<file path="config.mk">
export PLATFORM = sky130hd
export DESIGN_NAME = fsync_tracker
export DESIGN_NICKNAME = d
export VERILOG_FILES = /design/src/rtl/fsync_pkg.sv /design/src/rtl/fsync_len_guard.sv /design/src/rtl/fsync_flywheel.sv /design/src/rtl/fsync_mode_fsm.sv /design/src/rtl/fsync_tracker.sv
export SDC_FILE = /design/constraint.sdc
export NUM_CORES = 1
export LEC_CHECK = 0
export CAP_MARGIN = 20
export CELL_PAD_IN_SITES_DETAIL_PLACEMENT = 1
export CELL_PAD_IN_SITES_GLOBAL_PLACEMENT = 2
export CORE_ASPECT_RATIO = 0.8
export CORE_MARGIN = 3
export CORE_UTILIZATION = 31
export DETAILED_ROUTE_END_ITERATION = 8
export PLACE_DENSITY = 0.95
export SETUP_SLACK_MARGIN = 0.5
export SLEW_MARGIN = 0
export SYNTH_ARGS = -nofsm -noshare
export SYNTH_HDL_FRONTEND = slang
export SYNTH_SLANG_ARGS = --single-unit
</file>
<file path="constraint.sdc">
create_clock -name clk -period 3.5 [get_ports clk]
set_clock_uncertainty 0.2 [all_clocks]
set_input_delay 0.7 -clock clk [delete_from_list [all_inputs] [get_ports clk]]
set_output_delay 0.7 -clock clk [all_outputs]
set_load 0.02 [all_outputs]
</file>
<file path="src/rtl/fsync_pkg.sv">
package fsync_pkg;

  typedef enum logic [1:0] {
    MODE_SEARCH = 2'd0,
    MODE_VERIFY = 2'd1,
    MODE_LOCK   = 2'd2,
    MODE_CHECK  = 2'd3
  } fsync_mode_e;

endpackage

</file>
<file path="src/rtl/fsync_len_guard.sv">
// Holds the terminal value in use and flags a cycle where the input differs.
module fsync_len_guard #(
  parameter int CNT_W = 16
) (
  input  logic             clk,
  input  logic             rst,
  input  logic [CNT_W-1:0] term_in,
  output logic [CNT_W-1:0] term_q,
  output logic             len_change
);

  always_ff @(posedge clk) begin
    term_q <= term_in;
  end

  // Reset loads the input too, so no change is flagged right after reset.
  assign len_change = !rst && (term_in != term_q);

endmodule

</file>
<file path="src/rtl/fsync_flywheel.sv">
// Free-running frame counter, wraps at the held terminal value.
module fsync_flywheel #(
  parameter int CNT_W = 16
) (
  input  logic             clk,
  input  logic             rst,
  input  logic [CNT_W-1:0] term,
  input  logic             reload,
  output logic [CNT_W-1:0] cnt,
  output logic             at_term
);

  localparam logic [CNT_W-1:0] STEP = CNT_W'(1);

  assign at_term = (cnt == term);

  always_ff @(posedge clk) begin
    if (rst)          cnt <= '0;
    else if (reload)  cnt <= '0;
    else if (at_term) cnt <= '0;
    else              cnt <= cnt + STEP;
  end

endmodule

</file>
<file path="src/rtl/fsync_mode_fsm.sv">
// Search / verify / lock / check sequencing with registered strobes.
module fsync_mode_fsm
  import fsync_pkg::*;
(
  input  logic        clk,
  input  logic        rst,
  input  logic        raw_det,
  input  logic        at_term,
  input  logic        len_change,
  output fsync_mode_e mode_q,
  output logic        reload,
  output logic        loss_q,
  output logic        fs_q
);

  fsync_mode_e mode_d;
  logic        loss_d;
  logic        fs_d;

  assign reload = len_change || ((mode_q == MODE_SEARCH) && raw_det);

  always_comb begin
    mode_d = mode_q;
    loss_d = 1'b0;
    fs_d   = 1'b0;
    if (len_change) begin
      mode_d = MODE_SEARCH;
    end else begin
      unique case (mode_q)
        MODE_SEARCH: begin
          if (raw_det) mode_d = MODE_VERIFY;
        end
        MODE_VERIFY: begin
          if (at_term) begin
            if (raw_det) begin
              mode_d = MODE_LOCK;
            end else begin
              mode_d = MODE_SEARCH;
              loss_d = 1'b1;
            end
          end
        end
        MODE_LOCK: begin
          if (at_term) begin
            fs_d = 1'b1;
            if (!raw_det) begin
              mode_d = MODE_CHECK;
              loss_d = 1'b1;
            end
          end
        end
        MODE_CHECK: begin
          if (at_term) begin
            fs_d = 1'b1;
            if (raw_det) begin
              mode_d = MODE_LOCK;
            end else begin
              mode_d = MODE_SEARCH;
              loss_d = 1'b1;
            end
          end
        end
        default: mode_d = MODE_SEARCH;
      endcase
    end
  end

  always_ff @(posedge clk) begin
    if (rst) begin
      mode_q <= MODE_SEARCH;
      loss_q <= 1'b0;
      fs_q   <= 1'b0;
    end else begin
      mode_q <= mode_d;
      loss_q <= loss_d;
      fs_q   <= fs_d;
    end
  end

endmodule

</file>
<file path="src/rtl/fsync_tracker.sv">
module fsync_tracker
  import fsync_pkg::*;
#(
  parameter int CNT_W = 16
) (
  input  logic             clk,
  input  logic             rst,
  input  logic             raw_det,
  input  logic [CNT_W-1:0] frame_term,
  output logic [1:0]       mode,
  output logic             loss_pulse,
  output logic             frame_start,
  output logic [CNT_W-1:0] fw_count
);

  logic [CNT_W-1:0] term_q;
  logic             len_change;
  logic             reload;
  logic             at_term;
  fsync_mode_e      mode_q;

  fsync_len_guard #(.CNT_W(CNT_W)) u_guard (
    .clk        (clk),
    .rst        (rst),
    .term_in    (frame_term),
    .term_q     (term_q),
    .len_change (len_change)
  );

  fsync_flywheel #(.CNT_W(CNT_W)) u_fly (
    .clk     (clk),
    .rst     (rst),
    .term    (term_q),
    .reload  (reload),
    .cnt     (fw_count),
    .at_term (at_term)
  );

  fsync_mode_fsm u_fsm (
    .clk        (clk),
    .rst        (rst),
    .raw_det    (raw_det),
    .at_term    (at_term),
    .len_change (len_change),
    .mode_q     (mode_q),
    .reload     (reload),
    .loss_q     (loss_pulse),
    .fs_q       (frame_start)
  );

  assign mode = mode_q;

endmodule

</file>
## After elaboration in Yosys (flattened, before gate mapping)

Cells that the tools add are included.

| operators by class | value |
|---|---|
| add/sub/neg operators | 1 |
| multipliers | 0 |
| divide/modulo/power cells | 0 |
| magnitude comparators | 0 |
| eq/ne operators | 9 |
| shift operators | 0 |
| multiplexer cells | 8 |
| bitwise operators | 3 |
| reductions and logical operators | 13 |

Operators with widths:

| cell | count |
|---|---|
| 16-bit by 1-bit adder with 16-bit output (second input constant) | 1 |
| 16-bit equality test | 1 |
| 16-bit inequality test | 1 |
| 2-bit 2-to-1 mux | 5 |
| 3-bit OR reduction | 3 |
| 2-bit inequality test (second input constant) | 3 |
| 2-bit case mux with 3 select lines | 1 |
| 2-bit OR reduction | 3 |
| 2-bit equality test (second input constant) | 2 |
| 4-bit AND reduction | 1 |
| 4-bit OR reduction | 1 |
| 1-bit inverter | 3 |
| 2-bit by 1-bit equality test with 1-bit output (second input constant) | 1 |
| 1-bit logical AND | 2 |
| 2-bit zero test | 1 |
| 1-bit 2-to-1 mux | 2 |
| 2-bit by 1-bit inequality test with 1-bit output (second input constant) | 1 |
| 1-bit zero test | 1 |
| 1-bit logical OR | 1 |

| storage, ports and cells | value |
|---|---|
| register bits | 36 |
| bits in latches | 0 |
| memory bits (writable) | 0 |
| ROM bits | 0 |
| bits of input ports | 19 |
| word-level logic and storage cells | 39 |
| memories kept | 0 |

## Longest topological paths before layout

Gate-level depths: netlist of run 1.

| depth | value |
|---|---|
| depth after elaboration | 4 |
| depth in mapped cells | 6 |

## Cells and area by module

From an unflattened synthesis of run 1, not the netlist that was laid out.

| second synthesis, totals | value |
|---|---|
| cells, all modules | 153 |
| area total of the unflattened synthesis | 1,577.8 um^2 |

Modules (own cells, without submodules):

| module | times used | cells each | area each (um^2) |
|---|---|---|---|
| fsync_flywheel | 1 | 99 | 918.4 |
| fsync_len_guard | 1 | 37 | 494.2 |
| fsync_mode_fsm | 1 | 17 | 165.2 |

## Worst setup path before layout of run 1

No wires, ideal clock.

| timing | value |
|---|---|
| path type | in2reg |
| start point | input frame_term[14] |
| end point | register u_fly.cnt[9] |
| arrival | 1.828 ns |
| required time | 3.236 ns |
| path slack | 1.408 ns |
| stages | 6 |
| cell sequence | xnor2_1 nand4_1 nor4_1 nand4_1 buf_4 nor2_1 |

| on the way | value |
|---|---|
| cells in the longest elaborated chain, start to end | 4 |

RTL lines:

| item | line | RTL |
|---|---|---|
| start, declared | fsync_tracker.sv:9 | `input logic [CNT_W-1:0] frame_term,` |
| 16-bit inequality test | fsync_len_guard.sv:17 | `assign len_change = !rst && (term_in != term_q);` |
| 1-bit logical AND | fsync_len_guard.sv:17 |  |
| 1-bit logical OR | fsync_mode_fsm.sv:20 | `assign reload = len_change \|\| ((mode_q == MODE_SEARCH) && raw_det);` |
| 3-bit OR reduction (no line) | n/a |  |
| end signal, assigned | fsync_flywheel.sv:21 | `else cnt <= cnt + STEP;` |
| end, declared | fsync_flywheel.sv:9 | `output logic [CNT_W-1:0] cnt,` |

Every way passes these cells.
A chain may end at the register's enable or synchronous reset.

## Final worst setup path of run 1

| timing | value |
|---|---|
| start point | input frame_term[14] |
| end point | register u_fsm.loss_q |

| on the way | value |
|---|---|
| cells in the longest elaborated chain, start to end | 3 |

RTL lines:

| item | line | RTL |
|---|---|---|
| 16-bit inequality test | fsync_len_guard.sv:17 |  |
| 1-bit logical AND | fsync_len_guard.sv:17 |  |
| 4-bit OR reduction (no line) | n/a |  |
| end signal, assigned | fsync_mode_fsm.sv:75 | `loss_q <= loss_d;` |
| end, declared | fsync_mode_fsm.sv:12 | `output logic loss_q,` |

Every way passes these cells.

==> results of run 1 <==
[registers in the layout, indices dropped and copies added (netlist names), named ones only]
register,cells
u_fly.cnt,16
u_fsm.fs_q,1
u_guard.term_q,16
u_fsm.loss_q,1
u_fsm.mode_q,1
[layout by cell type (no fill, tap or decap), drive strengths merged]
cell type	Yosys	routed
xnor2	26	26
nor4	6	6
buf	1	1
bufinv	0	1
nor3	4	4
and3	1	1
xor2	20	20
clkdlybuf4s50	0	38
a211oi	1	1
dfxtp	36	36
o21ai	1	1
nand2	6	6
clkbuf	0	7
ha	1	1
and4	1	1
a21oi	2	2
or3	4	4
nand3	6	6
nor2	24	24
nand4	6	6
inv	8	8
[synthesized netlist by cell type, types with 2 or more instances]
library cell  instances
a21oi_1               2
dfxtp_1              36
inv_1                 8
nand2_1               6
nand3_1               6
nand4_1               6
nor2_1               24
nor3_1                4
nor4_1                6
or3_1                 4
xnor2_1              26
xor2_1               20
[final cells by class]
class	count	area [sq um]	area share, %
flip-flops and latches	36	721	35.0
multi-input cells	109	721	35.0
repair buffers	39	388	18.9
clock buffers	7	96.3	4.68
well taps	57	71.3	3.47
clock inverters	1	30.0	1.46
inverters	8	30.0	1.46
[stage by stage]
step / instances / cell area (sq um) / utilization (%)
6_report: 257 / 2060 / 46.9
5_1_grt: 257 / 2060 / 46.9
4_1_cts: 257 / 2060 / 46.9
3_5_place_dp: 249 / 1930 / 44.0
3_3_place_gp: 249 / 1930 / 44.0
2_1_floorplan: 154 / 1480 / -
[cells by family after synthesis]
logic type	synth area share, %
fa+ha+maj	0.846
compound gates	1.86
simple gates	18.8
buf+inv	2.54
xor+xnor	27.2
flops	48.7
[power groups by stage]
stage	Combinational, uW	Sequential, uW	Clock, uW
after floorplan	24.2	436	0
after global placement	53.3	437	0
after detailed placement	54.3	438	0
after CTS	55.0	428	410
after global routing	60.0	429	430
final	54.1	428	398
[how the worst min path moves through the flow]
stage	to	slack (ps)	cells after the start
after floorplan	u_fly.cnt[0]	350	1
after global placement	u_fly.cnt[0]	290	1
after detailed placement	u_fly.cnt[0]	300	1
after CTS	u_fly.cnt[0]	320	1
after global routing	u_fly.cnt[0]	380	1
final	u_fly.cnt[0]	320	1
[routing by layer]
| layer | vias up | track usage [%] | wire length [um] |
|---|---|---|---|
| met4 | 0 | 4.29 | 42 |
| li1 | 596 | - | - |
| met5 | - | 0 | 0 |
| met2 | 28 | 22.7 | 1600 |
| met3 | 4 | 6.10 | 179 |
| met1 | 557 | 18.8 | 1840 |
[critical path: stages]
cell	delay [ps]
clkdlybuf4s50_1	500
xnor2_1	130
nand4_1	160
nor4_1	410
nand2_1	190
nor4_1	280
==> metrics.md, run 1 <==
| Metric | Value |
|---|---|
| Combinational Power Share | `6.1%` |
| Rel. slew slack | `74.9%` |
| Avg Vias per Cell | `4.61` |
| P_sw | `175 uW` |
| Fillers | `494` |
| Cell taking the most area after synthesis | `dfxtp_1` |
| Yosys reg bits | `36` |
| Gpl congestion | `0.740` |
| Worst R2R Path Depth | `5` |
| Overflow left after global routing | `0` |
| DP HPWL | `2.85 mm` |
| RSZ-0062 raised after global routing | `no` |
| Reg2Reg Setup Slack | `1430 ps` |
| Worst-Margin Slew | `373 ps` |
| Yosys cell types | `18` |
| Routed wire length | `3.66 mm` |
| Ant diodes | `0` |
| Ys flop type | `dfxtp_1` |
| First-pass GRT wire length | `6.20 mm` |
| Total CTS buffers | `5` |
| Maximum Capacitance Violations | `0` |
| Leakage | `0.000715 uW` |
| Avg Cell Area, Syn | `9.60 sq um` |
| Hold_sp | `u_fly.cnt[0]` |
| Final worst slack | `1120 ps` |
| EDFF count, synth | `0` |
| Endpoints failing setup | `0` |
| Root Driver | `clkbuf_8` |
| CP endpoint kind | `register` |
| Final Hold Fails | `0` |
| CTS clk-pin slew, worst paths | `70 ps` |
| Cell Area, Synth | `1480 sq um` |
| Mapped Cells | `154` |
| Later-pin clock latency in the skew report | `290 ps` |
| CTS tree | `done` |
| Layout net count | `219` |
| Area of the die | `5640 sq um` |
| Iteration-0 DRC Markers | `14` |
| Startpoint types | `input port` |
| Sequential share of the synthesized area | `48.7%` |
| Async SR Flop Fraction | `0%` |
| TritonRoute pass-1 iters | `3` |
| Clk network pwr share | `45.2%` |
| Synth-to-Final Area Change | `39.1%` |
| CTS resizes | `0` |
| Worst reg2reg path endpoint | `u_fsm.mode_q[0]` |
| Via count | `1185` |
| Reg-to-reg startpoint | `u_fly.cnt[1]` |
| Chip width | `83.2 um` |
| Yosys top cell area share | `48.7%` |
| Initial Utilization | `33.7%` |
| Dpl ws | `833 ps` |
| GRT Total Usage | `14.6%` |
| Tmin final | `2380 ps` |
| Cell Pwr Density | `428 nW/um^2` |
| Core area | `4390 sq um` |
| Fmax | `0.421 GHz` |
| Crit Path Category | `input port to register` |
| CTS Hold Buffers Added | `0` |
| Final period utilization | `67.9%` |
| Post-CTS Setup Bufs | `0` |
| Std cell rows | `21` |
| Die height | `67.8 um` |
| Final Power | `880 uW` |
| Number of global-route vias before repair | `1275` |
| IO Pins | `39` |
| Required time of the critical path | `3500 ps` |
| Hold crit path type | `register to register` |
| Initial antenna violation count | `0` |
| Clock sink count | `36` |
| Crit path from | `frame_term[14]` |
| Post-Route Setup TNS | `0 ps` |
| Worst hold margin | `320 ps` |
| Layout cell share with drive strength beyond 1 | `5.00%` |
| Critical Path AT | `2380 ps` |
| Final ANT Viol Nets | `0` |
| P_int | `705 uW` |
| Routed len/inst | `14.2 um` |
| Sw Share | `19.8%` |
| Setup crit end | `u_fsm.loss_q` |
| Clock tree buffer depth | `2` |
| Total nets after synthesis | `174` |
| CTS H-tree depth | `2` |
| Drt drc | `0` |
| Top cells by area, synth | `dfxtp_1 49%, xnor2_1 15%, xor2_1 12%, nor2_1 6.1%, nand4_1 2.5%` |
| CP max FO | `4` |
| Part of the power in registers | `48.7%` |
| Slew Limit Fails | `0` |
| Port-buffer cells | `38` |
| Largest net degree at the start of global routing | `17` |
| Maximum vdd drop | `0.184 mV` |
| Synth warn | `0` |
| Status | `complete, no violations` |
Power figures use the tool's default switching activity.
==> run 2: changes to the inputs <==
--- a/config.mk
+++ b/config.mk
@@ -10,9 +10,9 @@
 export CELL_PAD_IN_SITES_GLOBAL_PLACEMENT = 2
 export CORE_ASPECT_RATIO = 0.8
 export CORE_MARGIN = 3
-export CORE_UTILIZATION = 31
+export CORE_UTILIZATION = 26
 export DETAILED_ROUTE_END_ITERATION = 8
-export PLACE_DENSITY = 0.95
+export PLACE_DENSITY = 0.87
 export SETUP_SLACK_MARGIN = 0.5
 export SLEW_MARGIN = 0
 export SYNTH_ARGS = -nofsm -noshare
==> constraint.sdc (replaced) <==
create_clock -name clk -period 2 [get_ports clk]
set_clock_uncertainty 0.2 [all_clocks]
set_input_delay 0.4 -clock clk [delete_from_list [all_inputs] [get_ports clk]]
set_output_delay 0.4 -clock clk [all_outputs]
set_load 0.02 [all_outputs]
==> run 2 against run 1 <==
  * Flip-flop and latch count stayed put
  * Worst setup slack worse by 1000 ps
  * Hold slack got worse by 150 ps
  * First-iteration DRC count increased to 2.6 times the previous value
  * Critical path depth decreased by 1
  * Non-clock buffer count rose by 11
  * Power rose by 52%
  * Count of clock-buffer cells in the layout did not move
  * Wire length grew 9.7%
  * Core utilization fell by 4.7 points
  * Die area is 18% higher
==> metrics.md, run 2 (same netlist as run 1, synthesis figures left out) <==
| Metric | Value |
|---|---|
| Final Hold Fails | `0` |
| Port-buffer cells | `38` |
| CP max FO | `5` |
| Endpoints failing setup | `0` |
| Register Area | `783 sq um` |
| CTS Hold Buffers Added | `0` |
| Status | `complete, no violations` |
| Total CTS buffers | `5` |
| Clock sink count | `36` |
| Hold_sp | `frame_term[11]` |
| Largest net degree at the start of global routing | `12` |
| CTS clk-pin slew, worst paths | `70 ps` |
| Gpl congestion | `0.776` |
| Chip width | `90.3 um` |
| P_sw | `316 uW` |
| RSZ-0062 raised after global routing | `yes` |
| Later-pin clock latency in the skew report | `280 ps` |
| Worst Hold End | `u_guard.term_q[11]` |
| Rel. slew slack | `79.4%` |
| DP HPWL | `2.92 mm` |
| CP cell instances | `xor2_1 > nor4_2 > nand4_1 > or3_1 > a211oi_2` |
| Worst hold margin | `170 ps` |
| Routed wire length | `4.01 mm` |
| Combinational Power Share | `7.8%` |
| Critical Path AT | `1920 ps` |
| Most frequent cells in the layout | `23 x nor2_1, 20 x xor2_1, 18 x xnor2_1` |
| Initial antenna violation count | `0` |
| Area of the die | `6630 sq um` |
| CP bufs+invs | `0` |
| Clk network pwr share | `37.4%` |
| Required time of the critical path | `2010 ps` |
| Part of the power in registers | `54.8%` |
| Worst R2R Path Depth | `5` |
| CTS H-tree depth | `2` |
| Die height | `73.5 um` |
| Reg2Reg Setup Slack | `90 ps` |
| Slew Limit Fails | `0` |
| Core area | `5240 sq um` |
| Startpoint types | `register` |
| Crit Path Category | `register to register` |
| Drt drc | `0` |
| Number of global-route vias before repair | `1340` |
| P_int | `1020 uW` |
| Ant diodes | `0` |
| IO Pins | `39` |
| Routed len/inst | `14.0 um` |
| TritonRoute pass-1 iters | `4` |
| CP endpoint kind | `register` |
| Leakage | `0.000876 uW` |
| Via count | `1246` |
| Placed cell area | `2070 sq um` |
| Max stage delay on crit path | `390 ps` |
| Worst reg2reg path endpoint | `u_fsm.mode_q[0]` |
| GRT Total Usage | `12.5%` |
| Reg-to-reg startpoint | `u_guard.term_q[8]` |
| Top flop regs | `u_fly.cnt (16), u_guard.term_q (16)` |
| Final period utilization | `95.6%` |
| Hold path depth | `1` |
| Synth-to-Final Area Change | `49.4%` |
| Initial Utilization | `28.2%` |
| Critical-path top delay cell | `or3_1` |
| Sw Share | `23.6%` |
| CTS tree | `done` |
| Hold crit path type | `input port to register` |
| Avg Vias per Cell | `4.36` |
| Cell area after layout | `2210 sq um` |
| Cell family with most CP delay | `simple AND/OR/NAND/NOR gates` |
| Root Driver | `clkbuf_8` |
| Multi-input logic area | `851 sq um` |
| Std cell rows | `23` |
| Tmin final | `1910 ps` |
| Iteration-0 DRC Markers | `36` |
| Post-Route Setup TNS | `0 ps` |
| Overflow left after global routing | `0` |
| Layout net count | `230` |
| Worst-Margin Slew | `308 ps` |
| Final ANT Viol Nets | `0` |
| Layout cell share with drive strength beyond 1 | `37.9%` |
| Clock tree buffer depth | `2` |
| Final Power | `1340 uW` |
| Maximum Capacitance Violations | `0` |
| Maximum vdd drop | `0.226 mV` |
| First-pass GRT wire length | `6.42 mm` |
| Cell Pwr Density | `606 nW/um^2` |
| Fmax | `0.523 GHz` |
| Commonest non-fill, non-tap cell in the layout | `nor2_1` |
| Fillers | `613` |
-- run 2: changes by cell type in the layout (fill, tap and decap cells not counted), moves of 3 or more --
| cell | delta |
|---|---|
| nor4_1 | -4 |
| dfxtp_4 | +14 |
| buf_4 | +9 |
| dfxtp_2 | +8 |
| clkdlybuf4s15_1 | +4 |
| clkdlybuf4s50_1 | -35 |
| dfxtp_1 | -22 |
| xnor2_1 | -8 |
| xnor2_2 | +8 |
| nor3_2 | +3 |
| nor3_1 | -3 |
| dlygate4sd2_1 | +11 |
| buf_2 | +17 |
-- run 2: power by group through the flow --
stage                     Combinational [uW]  Clock [uW]  Sequential (uW)
after floorplan                         49.7           0              748
after global placement                   104           0              751
after detailed placement                 105           0              751
after CTS                                103         511              736
after global routing                     114         551              736
final                                    104         501              734
-- run 2: worst register-to-register path: stages, from the launching register on --
cell and delay (ps):
dfxtp_2 330, xor2_1 180, nor4_2 310, nand4_1 250, or3_1 390, a211oi_2 180
-- run 2: worst max path at each step --
stage	startpoint	end	slack, ps	cells past startpoint
after global routing	u_guard.term_q[1]	u_fsm.mode_q[0]	5	5
after CTS	u_guard.term_q[8]	u_fsm.mode_q[0]	90	5
after global placement	frame_term[0]	u_fsm.loss_q	-260	6
final	u_guard.term_q[8]	u_fsm.mode_q[0]	90	5
after floorplan	u_fly.cnt[8]	u_fsm.mode_q[0]	240	5
after detailed placement	frame_term[3]	u_fly.cnt[1]	-290	7
-- run 2: what timing repair did --
item / 4_1_cts / 5_1_grt
pin swaps: 16 / 7
endpoints found under the setup margin: 40 / 25
resized for setup: 113 / 8
cloned: 1 / 0
endpoints found under the hold margin: 0 / 0
setup buffers: 3 / 5
-- run 2: cell type report --
type / instances / area share, %
Clock inverter: 1 / 0.227
Inverter: 8 / 1.36
Clock buffer: 7 / 3.45
Tap cell: 75 / 4.25
Multi-Input combinational cell: 109 / 38.5
Timing Repair Buffer: 50 / 16.8
Sequential cell: 36 / 35.4
-- run 2: layer usage --
metal | wire length [um] | global-route usage (%) | up-vias
met4 | 31 | 3.06 | 0
met1 | 2020 | 15.5 | 590
met3 | 209 | 4.91 | 4
li1 | - | - | 619
met5 | 0 | 0 | -
met2 | 1750 | 20.4 | 33
-- run 2: metrics by stage --
step	util, %	setup slack, ps	std cells
2_1_floorplan	-	239	154
3_3_place_gp	39.6	-257	269
6_report	42.2	88.1	286
3_5_place_dp	39.6	-292	269
5_1_grt	42.2	5.11	286
4_1_cts	41.2	87.9	281
==> run 3: changes to the inputs <==
--- a/config.mk
+++ b/config.mk
@@ -12,6 +12,7 @@
 export CORE_MARGIN = 3
 export CORE_UTILIZATION = 26
 export DETAILED_ROUTE_END_ITERATION = 8
+export GPL_ROUTABILITY_DRIVEN = 0
 export PLACE_DENSITY = 0.87
 export SETUP_SLACK_MARGIN = 0.5
 export SLEW_MARGIN = 0
==> results of run 3 <==
The final DEF is identical to that of run 2; final timing and power are the same.
